`src/rtl/idx_bank_pkg.sv`:
```
package idx_bank_pkg;

  // Kind of register access decoded from one CPU write
  typedef enum logic [2:0] {
    WR_NONE  = 3'd0,
    WR_INDEX = 3'd1,
    WR_DATA  = 3'd2,
    WR_HIGH  = 3'd3,
    WR_CTRL  = 3'd4
  } wr_kind_e;

  localparam int NUM_PRG_WIN = 4;
  localparam int NUM_CHR_WIN = 8;
  localparam int NUM_CHR_REG = 6;   // indexed registers 2..7

  // Stored register slot that feeds a CHR window (slot = register - 2)
  function automatic int chr_src_slot(input int win);
    if (win < 2)      return 0;
    else if (win < 4) return 1;
    else              return 9 - win;
  endfunction

  // True when a CHR window belongs to a 2 KB pair
  function automatic bit chr_is_pair(input int win);
    return win < 4;
  endfunction

endpackage

```
`src/rtl/idx_bank_wr_decode.sv`:
```
module idx_bank_wr_decode
  import idx_bank_pkg::*;
(
  input  logic        wr_en,
  input  logic [15:0] wr_addr,
  output wr_kind_e    wr_kind
);

  logic hit;
  logic unused_addr;

  assign hit         = wr_en & wr_addr[15] & ~wr_addr[0];
  assign unused_addr = ^wr_addr[12:1];

  always_comb begin
    wr_kind = WR_NONE;
    if (hit) begin
      unique case (wr_addr[14:13])
        2'b00:   wr_kind = WR_INDEX;
        2'b01:   wr_kind = WR_DATA;
        2'b10:   wr_kind = WR_HIGH;
        default: wr_kind = WR_CTRL;
      endcase
    end
  end

endmodule

```
`src/rtl/idx_bank_regs.sv`:
```
module idx_bank_regs
  import idx_bank_pkg::*;
#(
  parameter int PRG_W = 5,
  parameter int HI_W  = 1
) (
  input  logic                              clk,
  input  logic                              rst_n,
  input  wr_kind_e                          wr_kind,
  input  logic [7:0]                        wr_data,
  output logic [1:0][PRG_W-1:0]             prg_q,
  output logic [NUM_CHR_REG-1:0][7:0]       chr_q,
  output logic [HI_W-1:0]                   hi_q,
  output logic [1:0]                        ctrl_q
);

  logic [2:0] idx_q;
  logic       data_wr;
  logic       idx_wr;

  assign data_wr = (wr_kind == WR_DATA);
  assign idx_wr  = (wr_kind == WR_INDEX);

  // Value stored for an indexed write: 2 KB pair slots keep data>>1
  function automatic logic [7:0] stored_value(input logic [2:0] idx,
                                               input logic [7:0] d);
    if (idx == 3'd2 || idx == 3'd3) return {1'b0, d[7:1]};
    else                             return d;
  endfunction

  always_ff @(posedge clk or negedge rst_n) begin
    if (!rst_n) begin
      idx_q  <= '0;
      prg_q  <= '0;
      chr_q  <= '0;
      hi_q   <= '0;
      ctrl_q <= '0;
    end else begin
      if (idx_wr) idx_q <= wr_data[2:0];
      if (wr_kind == WR_HIGH) hi_q <= wr_data[HI_W-1:0];
      if (wr_kind == WR_CTRL) ctrl_q <= wr_data[1:0];
      if (data_wr) begin
        if (idx_q[2:1] == 2'b00)
          prg_q[idx_q[0]] <= wr_data[PRG_W-1:0];
        else
          chr_q[idx_q - 3'd2] <= stored_value(idx_q, wr_data);
      end
    end
  end


  idx_load_chk: assert property (@(posedge clk) disable iff (!rst_n)
    (wr_kind == WR_INDEX) |=> (idx_q == $past(wr_data[2:0])));


  idx_hold_chk: assert property (@(posedge clk) disable iff (!rst_n)
    (wr_kind != WR_INDEX) |=> $stable(idx_q));


  pair_shift_chk: assert property (@(posedge clk) disable iff (!rst_n)
    (data_wr && idx_q == 3'd2) |=> (chr_q[0] == {1'b0, $past(wr_data[7:1])}));


  prg_hold_chk: assert property (@(posedge clk) disable iff (!rst_n)
    !(data_wr && idx_q[2:1] == 2'b00) |=> $stable(prg_q));

endmodule

```
`src/rtl/idx_bank_prg_map.sv`:
```
module idx_bank_prg_map
  import idx_bank_pkg::*;
#(
  parameter int PRG_W = 5
) (
  input  logic [1:0][PRG_W-1:0]             prg_q,
  output logic [NUM_PRG_WIN-1:0][PRG_W-1:0] prg_bank
);

  // Fixed top windows: last bank minus distance from window 3
  function automatic logic [PRG_W-1:0] fixed_bank(input int win);
    logic [PRG_W-1:0] last;
    last = '1;
    return last - PRG_W'(NUM_PRG_WIN - 1 - win);
  endfunction

  for (genvar w = 0; w < NUM_PRG_WIN; w++) begin : g_prg_win
    if (w < 2) begin : g_switch
      assign prg_bank[w] = prg_q[w];
    end else begin : g_fixed
      assign prg_bank[w] = fixed_bank(w);
    end
  end

endmodule

```
`src/rtl/idx_bank_chr_map.sv`:
```
module idx_bank_chr_map
  import idx_bank_pkg::*;
#(
  parameter int CHR_W = 9,
  parameter int HI_W  = 1
) (
  input  logic [NUM_CHR_REG-1:0][7:0]       chr_q,
  input  logic [HI_W-1:0]                   hi_q,
  input  logic                              hi_en,
  output logic [NUM_CHR_WIN-1:0][CHR_W-1:0] chr_bank
);

  localparam int FULL_W = 8 + HI_W;

  logic [HI_W-1:0] hi_eff;

  assign hi_eff = hi_en ? hi_q : '0;

  // Join high bits above the 8-bit low part, then cut to ROM size
  function automatic logic [CHR_W-1:0] compose(input logic [HI_W-1:0] hi,
                                               input logic [7:0] low);
    logic [FULL_W-1:0] full;
    full = {hi, low};
    return full[CHR_W-1:0];
  endfunction

  for (genvar w = 0; w < NUM_CHR_WIN; w++) begin : g_chr_win
    localparam int SLOT = chr_src_slot(w);
    if (chr_is_pair(w)) begin : g_pair
      assign chr_bank[w] = compose(hi_eff, {chr_q[SLOT][6:0], 1'(w % 2)});
    end else begin : g_single
      assign chr_bank[w] = compose(hi_eff, chr_q[SLOT]);
    end
  end

  logic unused_pair_msb;
  assign unused_pair_msb = chr_q[0][7] ^ chr_q[1][7];

endmodule

```
`src/rtl/idx_bank_mapper.sv`:
```
module idx_bank_mapper
  import idx_bank_pkg::*;
#(
  parameter int PRG_W = 5,
  parameter int CHR_W = 9,
  parameter int HI_W  = 1
) (
  input  logic                   clk,
  input  logic                   rst_n,
  input  logic                   wr_en,
  input  logic [15:0]            wr_addr,
  input  logic [7:0]             wr_data,
  output logic [4*PRG_W-1:0]     prg_bank_o,
  output logic [8*CHR_W-1:0]     chr_bank_o,
  output logic                   mirror_h_o
);

  wr_kind_e                          wr_kind;
  logic [1:0][PRG_W-1:0]             prg_q;
  logic [NUM_CHR_REG-1:0][7:0]       chr_q;
  logic [HI_W-1:0]                   hi_q;
  logic [1:0]                        ctrl_q;
  logic [NUM_PRG_WIN-1:0][PRG_W-1:0] prg_bank;
  logic [NUM_CHR_WIN-1:0][CHR_W-1:0] chr_bank;
  logic                              ctrl_wr_seen;

  idx_bank_wr_decode u_decode (
    .wr_en   (wr_en),
    .wr_addr (wr_addr),
    .wr_kind (wr_kind)
  );

  idx_bank_regs #(.PRG_W(PRG_W), .HI_W(HI_W)) u_regs (
    .clk     (clk),
    .rst_n   (rst_n),
    .wr_kind (wr_kind),
    .wr_data (wr_data),
    .prg_q   (prg_q),
    .chr_q   (chr_q),
    .hi_q    (hi_q),
    .ctrl_q  (ctrl_q)
  );

  idx_bank_prg_map #(.PRG_W(PRG_W)) u_prg (
    .prg_q    (prg_q),
    .prg_bank (prg_bank)
  );

  idx_bank_chr_map #(.CHR_W(CHR_W), .HI_W(HI_W)) u_chr (
    .chr_q    (chr_q),
    .hi_q     (hi_q),
    .hi_en    (ctrl_q[1]),
    .chr_bank (chr_bank)
  );

  assign prg_bank_o   = prg_bank;
  assign chr_bank_o   = chr_bank;
  assign mirror_h_o   = ctrl_q[0];
  assign ctrl_wr_seen = wr_en && ((wr_addr & 16'hE001) == 16'hE000);


  mirror_hold_chk: assert property (@(posedge clk) disable iff (!rst_n)
    !ctrl_wr_seen |=> $stable(mirror_h_o));


  ignored_wr_chk: assert property (@(posedge clk) disable iff (!rst_n)
    (wr_en && (!wr_addr[15] || wr_addr[0])) |=>
      ($stable(prg_bank_o) && $stable(chr_bank_o) && $stable(mirror_h_o)));


  pair_adjacent_chk: assert property (@(posedge clk) disable iff (!rst_n)
    (chr_bank[1] == chr_bank[0] + 1'b1) && (chr_bank[3] == chr_bank[2] + 1'b1));

endmodule

```
`config.mk`:
```
export PLATFORM = sky130hd
export DESIGN_NAME = idx_bank_mapper
export DESIGN_NICKNAME = d
export VERILOG_FILES = /design/src/rtl/idx_bank_pkg.sv /design/src/rtl/idx_bank_wr_decode.sv /design/src/rtl/idx_bank_regs.sv /design/src/rtl/idx_bank_prg_map.sv /design/src/rtl/idx_bank_chr_map.sv /design/src/rtl/idx_bank_mapper.sv
export SDC_FILE = /design/constraint.sdc
export NUM_CORES = 1
export LEC_CHECK = 0
export CAP_MARGIN = 20
export CORE_MARGIN = 2
export CORE_UTILIZATION = 55
export CTS_BUF_LIST = sky130_fd_sc_hd__clkbuf_8
export DETAILED_ROUTE_END_ITERATION = 8
export DONT_BUFFER_PORTS = 1
export GPL_TIMING_DRIVEN = 0
export MAX_ROUTING_LAYER = met4
export PLACE_DENSITY = 0.7
export REMOVE_ABC_BUFFERS = 1
export SETUP_SLACK_MARGIN = 0.3
export SYNTH_ARGS = -nofsm -noshare
export SYNTH_HDL_FRONTEND = slang
export SYNTH_SLANG_ARGS = --single-unit
```
`constraint.sdc`:
```
create_clock -name clk -period 3 [get_ports clk]
set_input_delay 0.3 -clock clk [delete_from_list [all_inputs] [get_ports clk]]
set_output_delay 0.3 -clock clk [all_outputs]
set_load 0.02 [all_outputs]
```
# == Word-level counts from Yosys, hierarchy flattened ==
# Index checks and enable logic that the tools add are counted.
# totals
rom_bits,0
latch_bits,0
ramBits,0
memories,0
out_inout_bits,93
ff_bits,64
# op_classes
addsub,1
div_mod_pow,0
n_lt_le_gt_ge,4
n_reduce_logical,7
n_eq_ne,8
shifts,0
multipliers,0
muxes,12
bitwise,4
# op_table
operator,n
$bwmux 48,1
$mux 8,4
$demux 8 s3,1
$eq 3x2->1 const B,4
$bwmux 10,1
$pmux 3 s3,1
$demux 5 s1,1
$mux 5,1
$logic_not 2->1,2
$lt 3x4->1 const B,1
$reduce_and 2->1,2
$eq 3x1->1 const B,1
$eq 3x3->1 const B,1
$ge 3x1->1 const B,1
$mux 3,1
$sub 3x2->3 const B,1
$and 1x1->1,2
$eq 2x1->1 const B,1
$eq 2x2->1 const B,1
$logic_and 1x1->1,2
$lt 1x2->1 const B,1
$not 1->1,2
$ge 1x1->1 const B,1
$logic_or 1x1->1,1
$mux 1,1

# == Depth between registers and ports, before layout ==
# logic_depth
ltp_word,6
mapped_depth,7
depth_no_buf,5

# == Modules after synthesis ==
# From an unflattened synthesis, not the netlist that was laid out.
# hier_totals
cells_unflattened,262
area_unflattened_um2,3432.0
# modules_own_cells
mod,area_each_um2,cells_each,n_inst
idx_bank_regs,2637.5,155,1
idx_bank_chr_map,554.3,75,1
idx_bank_prg_map,157.7,22,1
idx_bank_wr_decode,82.6,10,1

# == Worst setup path after synthesis ==
# Ideal clock, no wire load.
# synth_path
path_kind,input port to flip-flop
start,in wr_addr[13]
end,reg u_regs.prg_q[0] (netlist bit)
setup_time_ps,125
arrival_ps,2064
required_time_ps,2875
path_slack_ps,811
stages,7
n_path_buf,2
cell_sequence,inv_1 -> ha_1 -> or3b_1 -> buf_6 -> or4_1 -> buf_2 -> mux2_4
# synth_between
elab_chain_len,5
# synth_lines
item,line_no,source
"start, declared",idx_bank_mapper.sv:11,"input logic [15:0] wr_addr,"
"$eq 2x2->1, or another cell as far along",idx_bank_wr_decode.sv:18,unique case (wr_addr[14:13])
$pmux 3 s3 (*),idx_bank_wr_decode.sv:18,
$mux 3 (*),idx_bank_wr_decode.sv:17,if (hit) begin
$eq 3x2->1 (*),idx_bank_regs.sv:21,assign data_wr = (wr_kind == WR_DATA);
$reduce_and 2->1 (no line) (*),n/a,
"end signal, assigned by index",idx_bank_regs.sv:44,prg_q[idx_q[0]] <= wr_data[PRG_W-1:0];
"end, declared",idx_bank_regs.sv:11,"output logic [1:0][PRG_W-1:0] prg_q,"
# Mark *: on every way between the ends. The rest lies on a longest branch, timed or not.
# A chain may end at the register's enable or synchronous reset.

# == Worst setup path after layout ==
# layout_path
start,reg u_regs.idx_q[0]
end,reg u_regs.chr_q[31] (netlist bit)
# layout_between
elab_chain_len,6
# layout_lines
item,line_no,source
"start, declared",idx_bank_regs.sv:17,logic [2:0] idx_q;
"start signal, assigned",idx_bank_regs.sv:39,if (idx_wr) idx_q <= wr_data[2:0];
$sub 3x2->3 or $eq 3x2->1 (tied branches),"idx_bank_regs.sv:46, idx_bank_regs.sv:27",
"$lt 3x4->1 (implied by the code), or another cell as far along",idx_bank_regs.sv:46,"chr_q[idx_q - 3'd2] <= stored_value(idx_q, wr_data);"
$logic_and 1x1->1 (implied by the code) or $mux 8 (tied branches),"idx_bank_regs.sv:46, idx_bank_regs.sv:27",
"$mux 8, on equally long branches","idx_bank_regs.sv:46, idx_bank_regs.sv:43",
$demux 8 s3 or $mux 8 (tied branches),n/a,
$bwmux 48 (*),idx_bank_regs.sv:46,
"end signal, assigned by index",idx_bank_regs.sv:46,
"end, declared",idx_bank_regs.sv:12,"output logic [NUM_CHR_REG-1:0][7:0] chr_q,"
# Mark *: on every way between the ends. The rest lies on a longest branch, timed or not. The select of a mux whose other input is x is not followed.

==> qor.yml <==
run_status:
  status: "complete, no violations"
detailed_routing:
  vias_per_cell: 5.61
  wl_per_cell_um: 21.5
  drt_iter0_markers: 83
  route.detailed.drc: 0
  dr.pass1.iters: 4
  routed_wl_mm: 5.65
  ant_nets: 0
  vias: 1471
die:
  rows: 26
  num_io_pins: 120
  die-area_um2: 5990
  die_h_um: 77.4
  core_um2: 5140
  initial_core_util_pct: 57.6
  die_w_um: 77.4
setup_path:
  worstSetupStartpointType: "flop"
  cp.arrival_ps: 2490
  worstSetupStartpoint: "u_regs.idx_q[0]$_DFFE_PN0N_"
  crit_fanout: 8
  crit_type: "flop to flop"
  reg2reg_slack_ps: 730
  r2r_cells: 3
  worstSetupEndpointType: "flop"
  r2r_end: "u_regs.chr_q[31]$_DFFE_PN0P_"
  r2r-start: "u_regs.idx_q[0]$_DFFE_PN0N_"
  cp.required_ps: 3220
  endpoint: "u_regs.chr_q[31]$_DFFE_PN0P_"
sta:
  slew_viol_final: 0
  setup-tns-final_ps: 0
  tightestPinTransition_ps: 905
  fmax_mhz: 440
  slew_headroom_pct: 39.3
  setup_violations: 0
  min_period_over_period_pct: 75.7
  skew_ps: 7.71
  rsz0062_at_grt: "no"
  finalHoldViolations: 0
  fin_crit_ps: 2270
cells_and_area:
  area_delta_synth_final_pct: 2.87
  layout.nets: 217
  num_antenna_cells: 0
  layout.cells.non_filler: 262
  num-fill-cells: 416
  drive_gt1_share_pct: 49.0
grt:
  grt_usage_pct: 20.8
  antenna_found_initial: 0
  grt_pass1_vias: 1604
  grt_pass1_wl_mm: 8.96
  grt_overflow: 0
  grt_max_degree: 63
yosys:
  synth_edf_count: 0
  synth_warnings: 0
  async_flop_share_pct: 100
  netlist-cell-type-count: 28
  avgSynthCellArea_um2: 14.7
  syn_area_um2: 2960
  synthCells: 202
  seq_area_frac_synth_pct: 52.4
  ys_ff_latch: 62
  synthFlopType: "dfrtp_1"
cts:
  cts_tree: "built"
  clock_sink_count: 62
  numCtsBuffers: 9
  worstSkewPairLatency_ps: 330
  clock_path_buffers: 2
  path_clk_slew_ps: 70
  htree_levels: 3
  ctsHoldBuffers: 2
  root_buffer: "clkbuf_8"
  ctsResizeCount: 0
  post_cts_buffers: 0
job:
  cap_violations: 0
pwr:
  power.density_nw_per_um2: 732
  p_leak_nw: 1.52
  irDropWorstVdd_v: 0.000343
hold_path:
  hold_class: "primary input to flop"
placed_design:
  portBuffers: 0
  hpwlAfterDp_mm: 3.89
  finalWeightedCongestion: 0.830
  dp_cells: 244
==> Yosys cell counts, drive strengths merged (2+ instances only) <==
master | n | area [um2]
dfrtp | 62 | 1550
conb | 2 | 7.51
ha | 3 | 37.5
or3b | 2 | 17.5
nor3 | 3 | 25.0
inv | 3 | 11.3
mux2 | 69 | 822
nor4 | 4 | 85.1
buf | 39 | 298
or4 | 2 | 18.8
nand2 | 2 | 7.51
==> cells by family after synthesis <==
family / after synthesis / synth area share, %
DFF: 62 / 52.4
buffers and inverters: 43 / 10.6
muxes: 69 / 27.8
other: 2 / 0.254
and+or+nand+nor: 23 / 7.73
adders and majority gates: 3 / 1.27
==> area by class of cell <==
class	count	area (um2)	share of cell area, %
Sequential cell	62	1550	50.9
Clock inverter	6	77.6	2.55
Clock buffer	10	138	4.52
Multi-Input combinational cell	109	1140	37.5
Inverter	3	11.3	0.370
Tap cell	70	87.6	2.88
Timing Repair Buffer	2	37.5	1.23
==> per-stage QoR <==
step / util, % / hold slack [ps] / area (um2) / setup WS, ps / power (mW)
after floorplan: - / 4.41 / 2700 / 657 / 1.37
after global placement: 54.3 / 5.48 / 2790 / 471 / 1.41
after detailed placement: 54.3 / 5.20 / 2790 / 379 / 1.43
after CTS: 59.3 / 98.6 / 3050 / 711 / 2.25
after global routing: 59.3 / 89.1 / 3050 / 617 / 2.33
final: 59.3 / 112 / 3050 / 728 / 2.23
==> how the worst min path moves through the flow <==
stage / from / to / slack [ps] / depth (start not counted)
finish: wr_data[4] / u_regs.prg_q[4]$_DFFE_PN0P_ / 110 / 1
global route: wr_data[7] / u_regs.chr_q[23]$_DFFE_PN0P_ / 90 / 1
CTS: wr_data[1] / u_regs.prg_q[1]$_DFFE_PN0P_ / 100 / 1
detailed placement: rst_n / u_regs.chr_q[23]$_DFFE_PN0P_ / 5 / 0
global placement: rst_n / u_regs.chr_q[23]$_DFFE_PN0P_ / 5 / 0
floorplan: rst_n / u_regs.chr_q[0]$_DFFE_PN0P_ / 4 / 0
==> flip-flops by register name, indices dropped and copies added, names as in the netlist <==
signal,flops
u_regs.prg_q,10
u_regs.hi_q,1
u_regs.idx_q,3
u_regs.chr_q,46
u_regs.ctrl_q,2
==> worst max-delay path, stage by stage (launching register included) <==
cell and delay (ps):
dfrtp_1 450, or3b_2 550, nor3_2 740, mux2_2 420
==> cell usage in the layout, fill, tap and decap left out, types with 2 or more instances in the layout <==
cell and count:
dfrtp_1 62, mux2_2 57, conb_1 14, mux2_4 12, clkbuf_8 10, inv_1 5, nor4_4 4, ha_1 3
nand2_1 2, nor3_2 2, bufinv_16 2, clkinv_2 2
==> power breakdown <==
| part | internal (mW) | switching, mW |
|---|---|---|
| Clock | 0.482 | 0.315 |
| Sequential | 0.933 | 0.218 |
| Combinational | 0.136 | 0.146 |
==> layer usage <==
layer | share of wire, % | GRT usage, % | up-vias
li1 | - | - | 627
met1 | 40 | 24.8 | 762
met2 | 50 | 31.5 | 75
met3 | 9.1 | 9.19 | 7
met4 | 0.87 | 7.32 | 0
met5 | 0 | - | -
Note: power is estimated with default switching activity, not from simulation.
